--- src/rtl/irq_redir_pkg.sv ---
package irq_redir_pkg;
  // register bus offsets
  localparam logic [7:0] ADDR_IDX = 8'h00;
  localparam logic [7:0] ADDR_WIN = 8'h10;
  localparam logic [7:0] ADDR_EOI = 8'h40;
  // indirect index space
  localparam logic [7:0] IDX_VER  = 8'h01;
  localparam int         TBL_BASE = 16;
  // delivery mode codes
  typedef enum logic [2:0] {
    DM_FIXED  = 3'd0,
    DM_LOWPRI = 3'd1,
    DM_PMI    = 3'd2,
    DM_INIT   = 3'd5
  } dmode_e;
endpackage

--- src/rtl/irq_pin_slot.sv ---
module irq_pin_slot (
  input  logic clk,
  input  logic rst,
  input  logic pin_raw,
  input  logic act_low,
  input  logic level,
  input  logic mask,
  input  logic issue,
  input  logic eoi_hit,
  output logic req,
  output logic rirr
);
  logic pin_q, act_prev, edge_pend;
  logic act;

  assign act = pin_q ^ act_low;

  always_ff @(posedge clk) begin
    if (rst) begin
      pin_q     <= 1'b0;
      act_prev  <= 1'b0;
      edge_pend <= 1'b0;
      rirr      <= 1'b0;
    end else begin
      pin_q    <= pin_raw;
      act_prev <= act;
      if (level || mask || issue) edge_pend <= 1'b0;
      else if (act && !act_prev)  edge_pend <= 1'b1;
      if (!level)       rirr <= 1'b0;
      else if (issue)   rirr <= 1'b1;
      else if (eoi_hit) rirr <= 1'b0;
    end
  end

  assign req = !mask && (level ? (act && !rirr) : edge_pend);


  edge_unmasked_chk: assert property (@(posedge clk) disable iff (rst)
    $rose(edge_pend) |-> $past(!mask))
    else $error("edge latched while masked");


  busy_by_issue_chk: assert property (@(posedge clk) disable iff (rst)
    $rose(rirr) |-> $past(issue))
    else $error("remote-busy set without issue");


  busy_hold_chk: assert property (@(posedge clk) disable iff (rst)
    rirr && level && !eoi_hit |=> rirr || !level)
    else $error("remote-busy cleared without EOI");
endmodule

--- src/rtl/irq_rr_arb.sv ---
module irq_rr_arb #(
  parameter int N = 8,
  localparam int IW = $clog2(N)
) (
  input  logic          clk,
  input  logic          rst,
  input  logic [N-1:0]  req,
  input  logic          take,
  output logic [IW-1:0] gnt_idx,
  output logic          any
);
  logic [IW-1:0] ptr;

  always_comb begin
    any     = 1'b0;
    gnt_idx = '0;
    for (int k = 1; k <= N; k++) begin
      if (!any && req[(int'(ptr) + k) % N]) begin
        any     = 1'b1;
        gnt_idx = IW'((int'(ptr) + k) % N);
      end
    end
  end

  always_ff @(posedge clk) begin
    if (rst)       ptr <= IW'(N - 1);
    else if (take) ptr <= gnt_idx;
  end
endmodule

--- src/rtl/irq_redir_ctrl.sv ---
module irq_redir_ctrl
  import irq_redir_pkg::*;
#(
  parameter int         NUM_PINS = 8,
  parameter logic [7:0] VERSION  = 8'h14
) (
  input  logic                clk,
  input  logic                rst,
  input  logic [NUM_PINS-1:0] irq_in,
  input  logic                reg_wr,
  input  logic                reg_rd,
  input  logic [7:0]          reg_addr,
  input  logic [31:0]         reg_wdata,
  output logic [31:0]         reg_rdata,
  output logic                msg_valid,
  input  logic                msg_ready,
  output logic [7:0]          msg_vector,
  output logic [2:0]          msg_dmode,
  output logic [15:0]         msg_dest
);
  localparam int IW = $clog2(NUM_PINS);

  logic [7:0]          idx_q;
  logic [7:0]          e_vec  [NUM_PINS];
  logic [2:0]          e_dm   [NUM_PINS];
  logic [15:0]         e_dest [NUM_PINS];
  logic [NUM_PINS-1:0] e_pol, e_trig, e_mask;
  logic [NUM_PINS-1:0] req_v, rirr_v;
  logic [IW-1:0]       gnt_idx;
  logic                req_any, load;

  // indirect index decode
  logic          idx_in_tbl, hi_word;
  logic [7:0]    tbl_off;
  logic [IW-1:0] ent;
  logic          win_wr, eoi_wr;

  assign idx_in_tbl = (int'(idx_q) >= TBL_BASE) && (int'(idx_q) < TBL_BASE + 2*NUM_PINS);
  assign tbl_off    = idx_q - 8'(TBL_BASE);
  assign ent        = tbl_off[IW:1];
  assign hi_word    = tbl_off[0];
  assign win_wr     = reg_wr && (reg_addr == ADDR_WIN);
  assign eoi_wr     = reg_wr && (reg_addr == ADDR_EOI);

  always_ff @(posedge clk) begin
    if (rst)                                      idx_q <= '0;
    else if (reg_wr && (reg_addr == ADDR_IDX))    idx_q <= reg_wdata[7:0];
  end

  // table entries
  always_ff @(posedge clk) begin
    if (rst) begin
      for (int i = 0; i < NUM_PINS; i++) begin
        e_vec[i]  <= '0;
        e_dm[i]   <= '0;
        e_dest[i] <= '0;
      end
      e_pol  <= '0;
      e_trig <= '0;
      e_mask <= '1;
    end else if (win_wr && idx_in_tbl) begin
      for (int i = 0; i < NUM_PINS; i++) begin
        if (ent == IW'(i)) begin
          if (hi_word) begin
            e_dest[i] <= reg_wdata[31:16];
          end else begin
            e_vec[i]  <= reg_wdata[7:0];
            e_dm[i]   <= reg_wdata[10:8];
            e_pol[i]  <= reg_wdata[13];
            e_trig[i] <= reg_wdata[15];
            e_mask[i] <= reg_wdata[16];
          end
        end
      end
    end
  end

  // register read path
  always_ff @(posedge clk) begin
    if (rst) begin
      reg_rdata <= '0;
    end else if (reg_rd) begin
      reg_rdata <= '0;
      if (reg_addr == ADDR_IDX) begin
        reg_rdata <= {24'd0, idx_q};
      end else if (reg_addr == ADDR_WIN) begin
        if (idx_q == IDX_VER)
          reg_rdata <= {8'd0, 8'(NUM_PINS - 1), 8'd0, VERSION};
        else if (idx_in_tbl && hi_word)
          reg_rdata <= {e_dest[ent], 16'd0};
        else if (idx_in_tbl)
          reg_rdata <= {15'd0, e_mask[ent], e_trig[ent], rirr_v[ent], e_pol[ent],
                        2'b00, e_dm[ent], e_vec[ent]};
      end
    end
  end

  // per-pin capture and remote-busy state
  for (genvar g = 0; g < NUM_PINS; g++) begin : g_slot
    irq_pin_slot u_slot (
      .clk     (clk),
      .rst     (rst),
      .pin_raw (irq_in[g]),
      .act_low (e_pol[g]),
      .level   (e_trig[g]),
      .mask    (e_mask[g]),
      .issue   (load && (gnt_idx == IW'(g))),
      .eoi_hit (eoi_wr && e_trig[g] && (e_vec[g] == reg_wdata[7:0])),
      .req     (req_v[g]),
      .rirr    (rirr_v[g])
    );
  end

  irq_rr_arb #(.N(NUM_PINS)) u_arb (
    .clk     (clk),
    .rst     (rst),
    .req     (req_v),
    .take    (load),
    .gnt_idx (gnt_idx),
    .any     (req_any)
  );

  assign load = !msg_valid && req_any;

  // output message register
  always_ff @(posedge clk) begin
    if (rst) begin
      msg_valid  <= 1'b0;
      msg_vector <= '0;
      msg_dmode  <= '0;
      msg_dest   <= '0;
    end else if (load) begin
      msg_valid  <= 1'b1;
      msg_vector <= e_vec[gnt_idx];
      msg_dmode  <= e_dm[gnt_idx];
      msg_dest   <= e_dest[gnt_idx];
    end else if (msg_valid && msg_ready) begin
      msg_valid <= 1'b0;
    end
  end


  msg_hold_chk: assert property (@(posedge clk) disable iff (rst)
    msg_valid && !msg_ready |=> msg_valid && $stable(msg_vector)
                                && $stable(msg_dmode) && $stable(msg_dest))
    else $error("message changed while stalled");


  reset_idle_chk: assert property (@(posedge clk) disable iff (rst)
    $past(rst) |-> !msg_valid)
    else $error("message valid right after reset");
endmodule

--- config.mk ---
export PLATFORM = sky130hd
export DESIGN_NAME = irq_redir_ctrl
export DESIGN_NICKNAME = d
export VERILOG_FILES = /design/src/rtl/irq_redir_pkg.sv /design/src/rtl/irq_pin_slot.sv /design/src/rtl/irq_rr_arb.sv /design/src/rtl/irq_redir_ctrl.sv
export SDC_FILE = /design/constraint.sdc
export NUM_CORES = 1
export LEC_CHECK = 0
export BUFFER_PORTS_ARGS = -buffer_cell sky130_fd_sc_hd__buf_2
export CORE_MARGIN = 2
export CORE_UTILIZATION = 35
export CTS_BUF_LIST = sky130_fd_sc_hd__clkbuf_16
export CTS_CLUSTER_DIAMETER = 200
export DETAILED_ROUTE_END_ITERATION = 7
export GPL_TIMING_DRIVEN = 0
export PLACE_DENSITY = 0.52
export SETUP_SLACK_MARGIN = 0.5
export SLEW_MARGIN = 20
export SYNTH_ARGS = -nofsm -noshare
export SYNTH_HDL_FRONTEND = slang
export SYNTH_SLANG_ARGS = --single-unit
--- constraint.sdc ---
create_clock -name clk -period 3.8 [get_ports clk]
set_clock_uncertainty 0.05 [all_clocks]
set_input_delay 0.38 -clock clk [delete_from_list [all_inputs] [get_ports clk]]
set_output_delay 0.38 -clock clk [all_outputs]
set_load 0.005 [all_outputs]
==> key figures <==
Final layout
  – Layout cells sized above 1: 29.59%
  – Area Growth Syn to Fin: 29.33%
  – Nets: 1958
  – Diode count: 0
  – Fillers: 4787
  – Layout Cells excl Fill: 2613

Clocking
  – Later-pin clock latency in the skew report: 0.58 ns
  – Clock tree sinks: 344
  – CTS tree: done
  – Max Root-Sink Buffers: 3
  – H-tree levels: 2
  – CTS buffer count: 40
  – Clock slew at reported path FFs: 0.06 ns
  – Root buffer cell: clkbuf_16

Logic synthesis
  – Post-synth cell types: 68
  – Synth top area share: 36.08%
  – Ys Warns: 0
  – Post-synthesis sequential area ratio: 50.33%
  – Number of synthesized register bits: 344
  – Primary FF master, synth: edfxtp_1
  – Leading area contributor after synthesis: edfxtp_1
  – Synth top area cells: edfxtp_1 36%, dfxtp_1 14%, mux4_2 8.1%
  – Post-Syn Area: 0.01798 mm^2
  – Fraction of synthesis flops using an asynchronous set or reset pin: 0%
  – Gate Count Post-Synth: 1665
  – Number of synthesized flops with an enable pin: 216
  – Syn_area_per_cell: 10.80 um^2

Critical path
  – Worst Path Required: 4.20 ns
  – Worst Reg-to-Reg Cells: 13
  – Crit end category: register
  – Critical Path Source Type: register
  – Arrival @ worst endpoint: 4.44 ns
  – Crit path max fanout: 5
  – Kind of critical path: reg2reg

Route
  – Drt pass-1 iters: 5
  – Drt first-iter violations: 1841
  – WL/cell: 27.30 um
  – Via count: 15360
  – Max layer used: met5
  – Post-route DRC: 0
  – DRT met1 WL: 29.38 mm
  – Met2 WL post-DR: 32.82 mm
  – Routed WL: 71.34 mm
  – Vias/cell: 5.878
  – Post-DRT Antenna Nets: 0
  – Routed met3 length: 6.438 mm

STA
  – RSZ-0062 raised after global routing: yes
  – FMAX: 0.2476 GHz
  – Final worst path period share: 106.3%
  – Post-route setup slack: -0.2391 ns
  – Slew @ Worst Pin: 1.143 ns
  – Worst hold margin: 0.1214 ns
  – Final setup fails: 33
  – Slew Viols, Final: 0
  – Slew HR: 23.83%
  – Final Hold Vio Count: 0
  – Minimum clock period: 4.039 ns

Placed design
  – Hpwl dp: 48.58 mm
  – Placer Congestion: 0.9260
  – PortBufs: 96
  – DP Cell Count: 2442

Power
  – Power density cells: 911.4 mW/mm^2
  – Clk pwr share: 17.6%
  – Internal power: 0.01247 W
  – Switching share of power: 41.16%
  – Max IR drop VDD: 824.8 uV
  – Reported net switching power: 0.008722 W
  – Sequential power share: 20.5%
  – Logic pwr share: 61.8%
  – Leakage Power: 8.741 nW

Worst hold path
  – Hold depth: 3
  – Hold Crit Class: in2reg

Floorplan
  – I/O pin total: 113
  – Core ar.: 0.05109 mm^2
  – FP Rows: 83
  – Chip width: 230.6 um
  – Die height: 230.6 um
  – Starting Density: 35.18%
  – Die ar.: 0.05319 mm^2

Global routing
  – Total track usage: 26.29%
  – Largest net degree at the start of global routing: 17
  – GR Overflow Total: 0
  – Number of global-route vias before repair: 14910
  – Initial antenna violation count: 2
  – First-pass GRT wire length: 102.3 mm

Run
  – Max Cap Viol: 0

Outcome
  – Status: finished with violations
  – Failing checks: setup timing
[cells in the mapped netlist, drive strengths merged (6+ instances only)]
master,number
a211oi,9
edfxtp,216
mux2,50
nor2,266
dfxtp,128
o211a,6
nand2b,52
a32oi,16
mux4,65
a2111o,12
clkbuf,92
inv,36
mux2i,60
a211o,11
buf,35
nor3b,13
a41o,15
o21ai,31
xor2,64
a22oi,21
nand4,22
and2,16
o22ai,6
nor2b,15
nand3,168
nand2,53
nor3,48
nor4,10
o211ai,8
xnor2,17
a21oi,38
a21o,9
[final cells by class]
type                    instances  area (um^2)  share of cell area (%)
plain buffers                 127         1015                   4.364
clock buffers                  42         1051                   4.521
clock inverters                30        190.2                  0.8180
inverters                      37        151.4                  0.6512
multi-input cells            1158         9279                   39.91
flip-flops and latches        344         9060                   38.97
well taps                     680        850.8                   3.659
repair buffers                195         1653                   7.109
[cell usage in the layout (no fill, tap or decap), types with 21 or more instances in the layout]
master     Yosys  final
edfxtp_1     216    216
nand2b_1      52     40
mux2i_1       60     55
inv_1         35     46
o21ai_0       30     29
nor2_1       266    263
mux2_2        27     25
a22oi_1       21     21
nand4_1       22     22
buf_2         15    104
nor3_1        48     46
nand2_1       53     53
nand3_2        0     41
clkbuf_16      0     52
xor2_1        64     60
mux4_2        65     65
dfxtp_1      128    123
nand3_1      168    119
buf_4          3     59
clkbuf_1      92     53
[sequential cells by signal, indices dropped and copies added, names as in the netlist, 16 cells and up, named ones only]
signal and count:
e_dest 128, e_dm 24, e_vec 64, msg_dest 16
reg_rdata 30
[cell families after synthesis]
kind of cell    share of synthesized area, %
simple gates                           17.92
compound gates                         9.222
other cells                          0.02086
fa+ha+maj                             0.1392
mux                                    14.62
buf+inv                                3.717
xor+xnor                               4.030
flops                                  50.33
[power groups by stage]
stage | logic [W] | registers (W) | clock network, W
2_1_floorplan | 0.00432 | 0.00436 | 0
3_3_place_gp | 0.00695 | 0.00442 | 0
3_5_place_dp | 0.00697 | 0.00442 | 0
4_1_cts | 0.0119 | 0.00435 | 0.00376
5_1_grt | 0.0133 | 0.00437 | 0.00390
6_report | 0.0131 | 0.00435 | 0.00373
[final timing paths]
check             slack, ns           end  startpoint
hold / removal         0.12     msg_valid   msg_ready
hold reg to reg        0.43      idx_q[7]    idx_q[7]
setup reg to reg      -0.24  msg_dest[14]    e_pol[2]
setup / recovery      -0.24  msg_dest[14]    e_pol[2]
[stage by stage]
step	worst slack (ns)	TNS (ns)	utilization (%)	power (W)	cell area [um^2]
6_report	-0.2391	-3.876	45.50	0.02119	23250
3_5_place_dp	-1.278	-45.83	38.06	0.01140	19450
4_1_cts	-0.1313	-1.682	44.73	0.01998	22850
3_3_place_gp	-1.302	-45.78	38.06	0.01137	19440
5_1_grt	-0.2896	-5.949	45.50	0.02160	23250
2_1_floorplan	0.2275	0	-	0.008682	18110
[critical path, cell delays in order, from the launching register on]
cell and delay (ns):
dfxtp_1 0.35, xnor2_2 0.38, a2bb2oi_4 0.31, mux2i_1 0.16, mux4_2 0.55, or2_2 0.36, or3_4 0.40, a21o_4 0.27
buf_12 0.17, buf_12 0.12, buf_12 0.13, nand3_2 0.05, nand4_1 0.16, a2111o_1 0.42
[per-layer routing]
layer / vias up / track usage (%)
li1: 6648 / -
met1: 7636 / 35.68
met2: 899 / 41.79
met3: 173 / 5.040
met4: 2 / 9.617
met5: - / 0
[what timing repair did]
item,in CTS,in global routing
resized for setup,289,62
pin swaps,61,38
hold endpoints to repair,8,0
hold buffers,8,0
setup endpoints to repair,179,216
buffers inserted,63,14
gates cloned,12,2
(Power assumes the default switching activity.)
